[src/rtl/pin_evt_pkg.sv]
package pin_evt_pkg;

  typedef enum logic [2:0] {
    DET_FALL,
    DET_RISE,
    DET_ANY,
    DET_LVL_LO,
    DET_LVL_HI
  } det_mode_e;

  function automatic det_mode_e decode_mode(logic sense, logic both, logic pol);
    if (sense)     return pol ? DET_LVL_HI : DET_LVL_LO;
    else if (both) return DET_ANY;
    else           return pol ? DET_RISE : DET_FALL;
  endfunction

endpackage

[src/rtl/pin_evt_cell.sv]
module pin_evt_cell
  import pin_evt_pkg::*;
(
  input  logic clk_i,
  input  logic rst_ni,
  input  logic armed_i,
  input  logic pin_i,
  input  logic is_out_i,
  input  logic sense_i,
  input  logic both_i,
  input  logic pol_i,
  output logic evt_o
);

  logic      prev_q;
  det_mode_e mode;
  logic      rise, fall;

  always_ff @(posedge clk_i or negedge rst_ni) begin
    if (!rst_ni) prev_q <= 1'b0;
    else         prev_q <= pin_i;
  end

  assign mode = decode_mode(sense_i, both_i, pol_i);
  assign rise = !prev_q && pin_i;
  assign fall = prev_q && !pin_i;

  always_comb begin
    evt_o = 1'b0;
    if (armed_i) begin
      unique case (mode)
        DET_LVL_HI: evt_o = pin_i;
        DET_LVL_LO: evt_o = !pin_i;
        DET_ANY:    evt_o = !is_out_i && (rise || fall);
        DET_RISE:   evt_o = !is_out_i && rise;
        DET_FALL:   evt_o = !is_out_i && fall;
        default:    evt_o = 1'b0;
      endcase
    end
  end


  out_no_edge_chk: assert property (@(posedge clk_i) disable iff (!rst_ni)
    (is_out_i && !sense_i) |-> !evt_o);


  rise_only_chk: assert property (@(posedge clk_i) disable iff (!rst_ni)
    (!sense_i && !both_i && pol_i && evt_o) |-> (pin_i && !prev_q));

endmodule

[src/rtl/pin_evt_status.sv]
module pin_evt_status #(
  parameter int unsigned NUM_PINS = 8
) (
  input  logic                clk_i,
  input  logic                rst_ni,
  input  logic [NUM_PINS-1:0] evt_i,
  input  logic                clr_we_i,
  input  logic [NUM_PINS-1:0] clr_mask_i,
  input  logic [NUM_PINS-1:0] enable_i,
  output logic [NUM_PINS-1:0] raw_o,
  output logic [NUM_PINS-1:0] masked_o,
  output logic                irq_o
);

  logic [NUM_PINS-1:0] raw_q;

  for (genvar j = 0; j < NUM_PINS; j++) begin : g_bit
    logic clr_hit;
    assign clr_hit = clr_we_i && clr_mask_i[j];

    // event has priority over a same-cycle clear
    always_ff @(posedge clk_i or negedge rst_ni) begin
      if (!rst_ni)       raw_q[j] <= 1'b0;
      else if (evt_i[j]) raw_q[j] <= 1'b1;
      else if (clr_hit)  raw_q[j] <= 1'b0;
    end


    clr_takes_chk: assert property (@(posedge clk_i) disable iff (!rst_ni)
      (clr_hit && !evt_i[j]) |=> !raw_q[j]);


    evt_wins_chk: assert property (@(posedge clk_i) disable iff (!rst_ni)
      (clr_hit && evt_i[j]) |=> raw_q[j]);


    sticky_chk: assert property (@(posedge clk_i) disable iff (!rst_ni)
      (raw_q[j] && !clr_hit) |=> raw_q[j]);
  end

  assign raw_o    = raw_q;
  assign masked_o = raw_q & enable_i;
  assign irq_o    = |masked_o;

endmodule

[src/rtl/pin_event_detector.sv]
module pin_event_detector #(
  parameter int unsigned NUM_PINS = 8
) (
  input  logic                clk_i,
  input  logic                rst_ni,
  input  logic [NUM_PINS-1:0] pin_i,
  input  logic [NUM_PINS-1:0] dir_out_i,
  input  logic [NUM_PINS-1:0] sense_lvl_i,
  input  logic [NUM_PINS-1:0] both_edge_i,
  input  logic [NUM_PINS-1:0] polarity_i,
  input  logic [NUM_PINS-1:0] enable_i,
  input  logic                clr_we_i,
  input  logic [NUM_PINS-1:0] clr_mask_i,
  output logic [NUM_PINS-1:0] raw_o,
  output logic [NUM_PINS-1:0] masked_o,
  output logic                irq_o
);

  logic                armed_q;
  logic [NUM_PINS-1:0] evt;

  // previous samples are invalid until one clock after reset
  always_ff @(posedge clk_i or negedge rst_ni) begin
    if (!rst_ni) armed_q <= 1'b0;
    else         armed_q <= 1'b1;
  end

  for (genvar p = 0; p < NUM_PINS; p++) begin : g_pin
    pin_evt_cell u_cell (
      .clk_i    (clk_i),
      .rst_ni   (rst_ni),
      .armed_i  (armed_q),
      .pin_i    (pin_i[p]),
      .is_out_i (dir_out_i[p]),
      .sense_i  (sense_lvl_i[p]),
      .both_i   (both_edge_i[p]),
      .pol_i    (polarity_i[p]),
      .evt_o    (evt[p])
    );
  end

  pin_evt_status #(.NUM_PINS(NUM_PINS)) u_status (
    .clk_i      (clk_i),
    .rst_ni     (rst_ni),
    .evt_i      (evt),
    .clr_we_i   (clr_we_i),
    .clr_mask_i (clr_mask_i),
    .enable_i   (enable_i),
    .raw_o      (raw_o),
    .masked_o   (masked_o),
    .irq_o      (irq_o)
  );


  irq_any_chk: assert property (@(posedge clk_i) disable iff (!rst_ni)
    ((raw_o & enable_i) != '0) |-> irq_o);


  first_cycle_chk: assert property (@(posedge clk_i) disable iff (!rst_ni)
    !armed_q |=> (raw_o == '0));

endmodule

[config.mk]
export PLATFORM = sky130hd
export DESIGN_NAME = pin_event_detector
export DESIGN_NICKNAME = d
export VERILOG_FILES = /design/src/rtl/pin_evt_pkg.sv /design/src/rtl/pin_evt_cell.sv /design/src/rtl/pin_evt_status.sv /design/src/rtl/pin_event_detector.sv
export SDC_FILE = /design/constraint.sdc
export NUM_CORES = 1
export LEC_CHECK = 0
export BUFFER_PORTS_ARGS = -buffer_cell sky130_fd_sc_hd__buf_2
export CORE_MARGIN = 1.5
export CORE_UTILIZATION = 40
export CTS_CLUSTER_DIAMETER = 200
export CTS_CLUSTER_SIZE = 20
export DETAILED_ROUTE_END_ITERATION = 16
export HOLD_SLACK_MARGIN = 0.05
export PLACE_DENSITY = 0.73
export REMOVE_ABC_BUFFERS = 1
export SLEW_MARGIN = 20
export SYNTH_ARGS = -nofsm -noshare
export SYNTH_HDL_FRONTEND = slang
export SYNTH_SLANG_ARGS = --single-unit
[constraint.sdc]
create_clock -name clk_i -period 1.65 [get_ports clk_i]
set_input_delay 0.0825 -clock clk_i [delete_from_list [all_inputs] [get_ports clk_i]]
set_output_delay 0.0825 -clock clk_i [all_outputs]
set_load 0.02 [all_outputs]
* Yosys cells after proc, flatten, opt, wreduce, memory -nomap -nowiden *
Index checks and enable logic that the tools add are counted.

word-level totals
  output and inout bits = 17
  register bits = 17
  word-level logic and storage cells = 211

cells by class
  equal/unequal tests = 32
  muxes and demuxes = 64
  reductions and logical operators = 97
  bitwise gates (word level) = 1

operators by type and width
  operator                                                         count
  3-bit two-way mux                                                24
  3-bit by 2-bit == test with 1-bit output, second input constant  16
  1-bit logical AND                                                48
  1-bit case mux with 5 select lines                               8
  1-bit two-way mux                                                32
  3-bit by 1-bit == test with 1-bit output, second input constant  8
  3-bit == test, second input constant                             8
  1-bit logical NOT                                                24
  3-bit logical NOT                                                8
  2-bit nonzero test                                               8
  8-bit AND                                                        1
  1-bit logical OR                                                 8
  8-bit OR reduction                                               1

* Longest topological paths before layout *
  depth in word-level cells = 7
  depth in mapped cells = 5

* By module *
A second synthesis with hierarchy kept.

unflattened totals
  cells, all modules = 126
  area, all modules = 1288.7 µm²

modules (own cells, without submodules)
  module              cells an instance  area each (µm²)  times used
  pin_evt_cell        11                 111.4            8
  pin_evt_status      36                 369.1            1
  pin_event_detector  2                  28.8             1

* Worst setup path before layout *
Ideal clock, no wire load.

  path type = flip-flop to output port
  start = register u_status.raw_q[5] (netlist: u_status.raw_o[5])
  end = output port irq_o
  stages on the path, launching flop included = 4
  path slack = -0.201 ns
  path buffers = 0
  required time = 1.567 ns
  arrival = 1.768 ns
  path through = dfrtp_1 -> and2_1 -> or4_1 -> or4_1

between the ends
  cells in the longest elaborated chain, start to end = 2

RTL lines
  what                             line                      source
  start, declared                  pin_evt_status.sv:15      logic [NUM_PINS-1:0] raw_q;
  start signal, assigned by index  pin_evt_status.sv:23      if (!rst_ni) raw_q[j] <= 1'b0;
  start signal, assigned by index  pin_evt_status.sv:24      else if (evt_i[j]) raw_q[j] <= 1'b1;
  start signal, assigned by index  pin_evt_status.sv:25      else if (clr_hit) raw_q[j] <= 1'b0;
  8-bit AND                        pin_evt_status.sv:42      assign masked_o = raw_q & enable_i;
  named net masked_o[5]            pin_event_detector.sv:15  output logic [NUM_PINS-1:0] masked_o,
  8-bit OR reduction               pin_evt_status.sv:43      assign irq_o = |masked_o;
  end, declared                    pin_event_detector.sv:16  output logic irq_o

The timed path passes the listed nets, and every way through them passes these cells.

* Worst setup path after layout *
  start = register u_status.raw_q[4] (netlist: u_status.raw_o[4])
  end = output port irq_o

between the ends
  cells in the longest elaborated chain, start to end = 2

RTL lines
  what                line
  8-bit AND           pin_evt_status.sv:42
  8-bit OR reduction  pin_evt_status.sv:43

No other way between the ends.

==> metrics.cfg <==
[clock_network]
cts_made_buffers=3
cts_sinks=17
cts_tree=done
root_buffer=clkbuf_4
post_cts_buffers=0
clock_path_buffers=2
clk_latency_ps=280
cts.clk_slew.worst_paths_ps=100
htree_levels=1

[pwr]
ir_drop_mv=0.678
leakagePower_nw=0.960
combinationalPowerShare=0.390
clockPowerShare=0.189
p_per_area_nw_per_um2=672
seq_power_share=0.421
swShare=0.336
p_int_mw=0.782
switchingPower_mw=0.395

[synthesis]
yosys.area.top_type_share=0.359
synth-seq-cells=17
syn_avg_cell_area_sq_um=9.80
syn_area_sq_um=1190
synth_cell_type_count=17
post-synth-top-area-cell=dfrtp_1
synth.area.top_cells=dfrtp_1 36%, ha_1 17%, mux2_2 7.6%
synth_cells=121
yosys_warnings=0
ys_seq_area_frac=0.359

[global_route]
grt_pass1_wl_mm=5.15
track_usage=0.199
first_global_vias=1268
gr-total-overflow=0
grt_max_degree=18
antenna_found_initial=0

[route]
route.detailed.wl_per_inst_microns=12.8
ant_nets=0
dr_wl_met2_mm=1.55
first_pass_iters=3
routed-wl-met3_microns=254
drc_errors=0
highest_layer=met4
via_per_inst=5.04
routed_wl_mm=3.08
drtIter0Drc=19
vias=1214
met1_length_mm=1.26

[timing]
min_period_ps=2000
worstMarginPinSlew_ps=563
fin_crit_sh=1.21
setup_viol=1
fin_tns_setup_ps=-352
fmax_mhz=500
maxSlewHeadroom=0.625
slew_viol_final=0
clock_skew_ps=0.635
rsz0062_at_grt=yes
holdWs_ps=52.1
hold_viol=0
fin_ws_ps=-352

[hold_path]
worstHoldEndpoint=u_status.raw_o[0]
hp-class=in2reg
worst_hold_startpoint=sense_lvl_i[0]
whs_path_depth=3

[worst_setup_path]
cp-start-kind=flop
worstPathMaxFanout=2
arrival_ps=1920
reg2reg_setup_slack_ps=440
worst_path_largest_cell_delay_ps=530
required_ps=1570
critPathSlowestCell=or4_4
crit_type=reg2out
cpMostUsedCell=or4_4
crit_buf_inv=1
r2r_end=u_status.raw_o[5]
reg2regPathDepth=5
cpLargestDelayFamily=simple AND/OR/NAND/NOR gates
path_cells=and2_4 -> or4_4 -> or4_4 -> buf_6
end_kind=primary output
reg2reg_from=g_pin[5].u_cell.prev_q

[floorplanning]
core_sq_um=2780
start_util=0.426
fp.dieArea_sq_um=3300
die_h_microns=57.5
rows=19
ios=76
die_w_microns=57.5

[place]
hpwl_mm=2.49
portBuffers=75
gp_congestion=0.745
dp_cells=228

[outcome]
outcome=complete, but fails checks
violations=negative setup slack

[final_layout]
regArea_sq_um=425
syn_to_final_growth_pct=47.7
fill_cells=227
multi_input_area_sq_um=699
nets=286
diodes=0
fin_cells=241
drive_gt1_frac=0.452

[job]
cap_violations=0

[worst reg2reg max path: stages, from the launching register on]
cell and delay, ps:
dfrtp_1 360, inv_1 50, ha_1 170, mux2_2 260
o211ai_1 160, nand2_1 90
[power by group through the flow]
stage,Combinational [mW],Clock (mW),Sequential [mW]
after floorplan,0.167,0,0.544
after global placement,0.416,0,0.499
after detailed placement,0.430,0,0.503
after CTS,0.465,0.232,0.495
after global routing,0.507,0.248,0.502
final,0.459,0.222,0.496
[kinds of logic after synthesis]
family,Yosys count,share of synthesized area
adder cells (fa/ha/maj),16,0.169
other,1,0.00316
AND/OR/NAND/NOR,29,0.119
buffers and inverters,19,0.0601
flip-flops,17,0.359
multiplexers,8,0.0760
XOR/XNOR,8,0.0591
AO/OA/AOI/OAI,23,0.155
[cell usage in the layout, fill, tap and decap left out]
cell type,synthesis,routed
buf_2,0,74
o2111ai_1,1,1
and2_1,7,6
a211oi_1,7,7
nand2_1,17,17
mux2_2,8,8
conb_1,1,1
inv_1,16,16
buf_6,0,1
nor2_1,1,1
a32oi_1,8,8
dfrtp_1,17,17
dlygate4sd3_1,0,9
or2_2,1,1
and2_4,1,2
o211ai_1,7,7
ha_1,16,16
xnor2_1,8,8
clkbuf_4,0,3
or4_4,0,2
clkbuf_1,3,1
buf_4,0,4
[through the flow]
stage	power (mW)	setup slack [ps]	utilization	area, sq um
6_report	1.18	-352	0.630	1750
5_1_grt	1.26	-400	0.630	1750
4_1_cts	1.19	-365	0.630	1750
3_5_place_dp	0.933	-124	0.582	1620
3_3_place_gp	0.915	-112	0.582	1620
2_1_floorplan	0.712	-201	-	1170
[cell type report]
class,instances,area share
clock buffer,4,0.0150
multi-input combinational,85,0.399
sequential,17,0.243
inverter,16,0.0343
timing repair buffer,88,0.286
tap,31,0.0221
[state kept, by name (all words and copies together) (netlist names)]
| register | count |
|---|---|
| u_status.raw_o | 8 |
| g_pin.u_cell.prev_q | 8 |
| armed_q | 1 |
[layer usage]
metal | track usage | vias up
met5 | 0 | -
met4 | 0.0498 | 0
met3 | 0.0499 | 4
met2 | 0.373 | 49
met1 | 0.222 | 560
li1 | - | 601
[what timing repair did]
item                       4_1_cts  5_1_grt
hold endpoints to repair        25        0
setup endpoints to repair        1        1
pin swaps                        1        0
hold buffers                     9        0
gates resized for setup          5        0
[synth_stat cells (all sizes together)]
cell type and number:
inv 16, nand2 17, a211oi 7, dfrtp 17
o2111ai 1, or4 2, nor2 1, xnor2 8
or2 1, clkbuf 3, conb 1, a32oi 8
mux2 8, ha 16, o211ai 7, and2 8
[worst max-delay path by stage]
stage	from	endpoint	cells past startpoint
after global routing	u_status.raw_o[4]	irq_o	4
after floorplan	u_status.raw_o[5]	irq_o	3
after detailed placement	u_status.raw_o[4]	irq_o	4
after CTS	u_status.raw_o[4]	irq_o	4
after global placement	u_status.raw_o[4]	irq_o	4
final	u_status.raw_o[4]	irq_o	4
(Power assumes the default switching activity.)
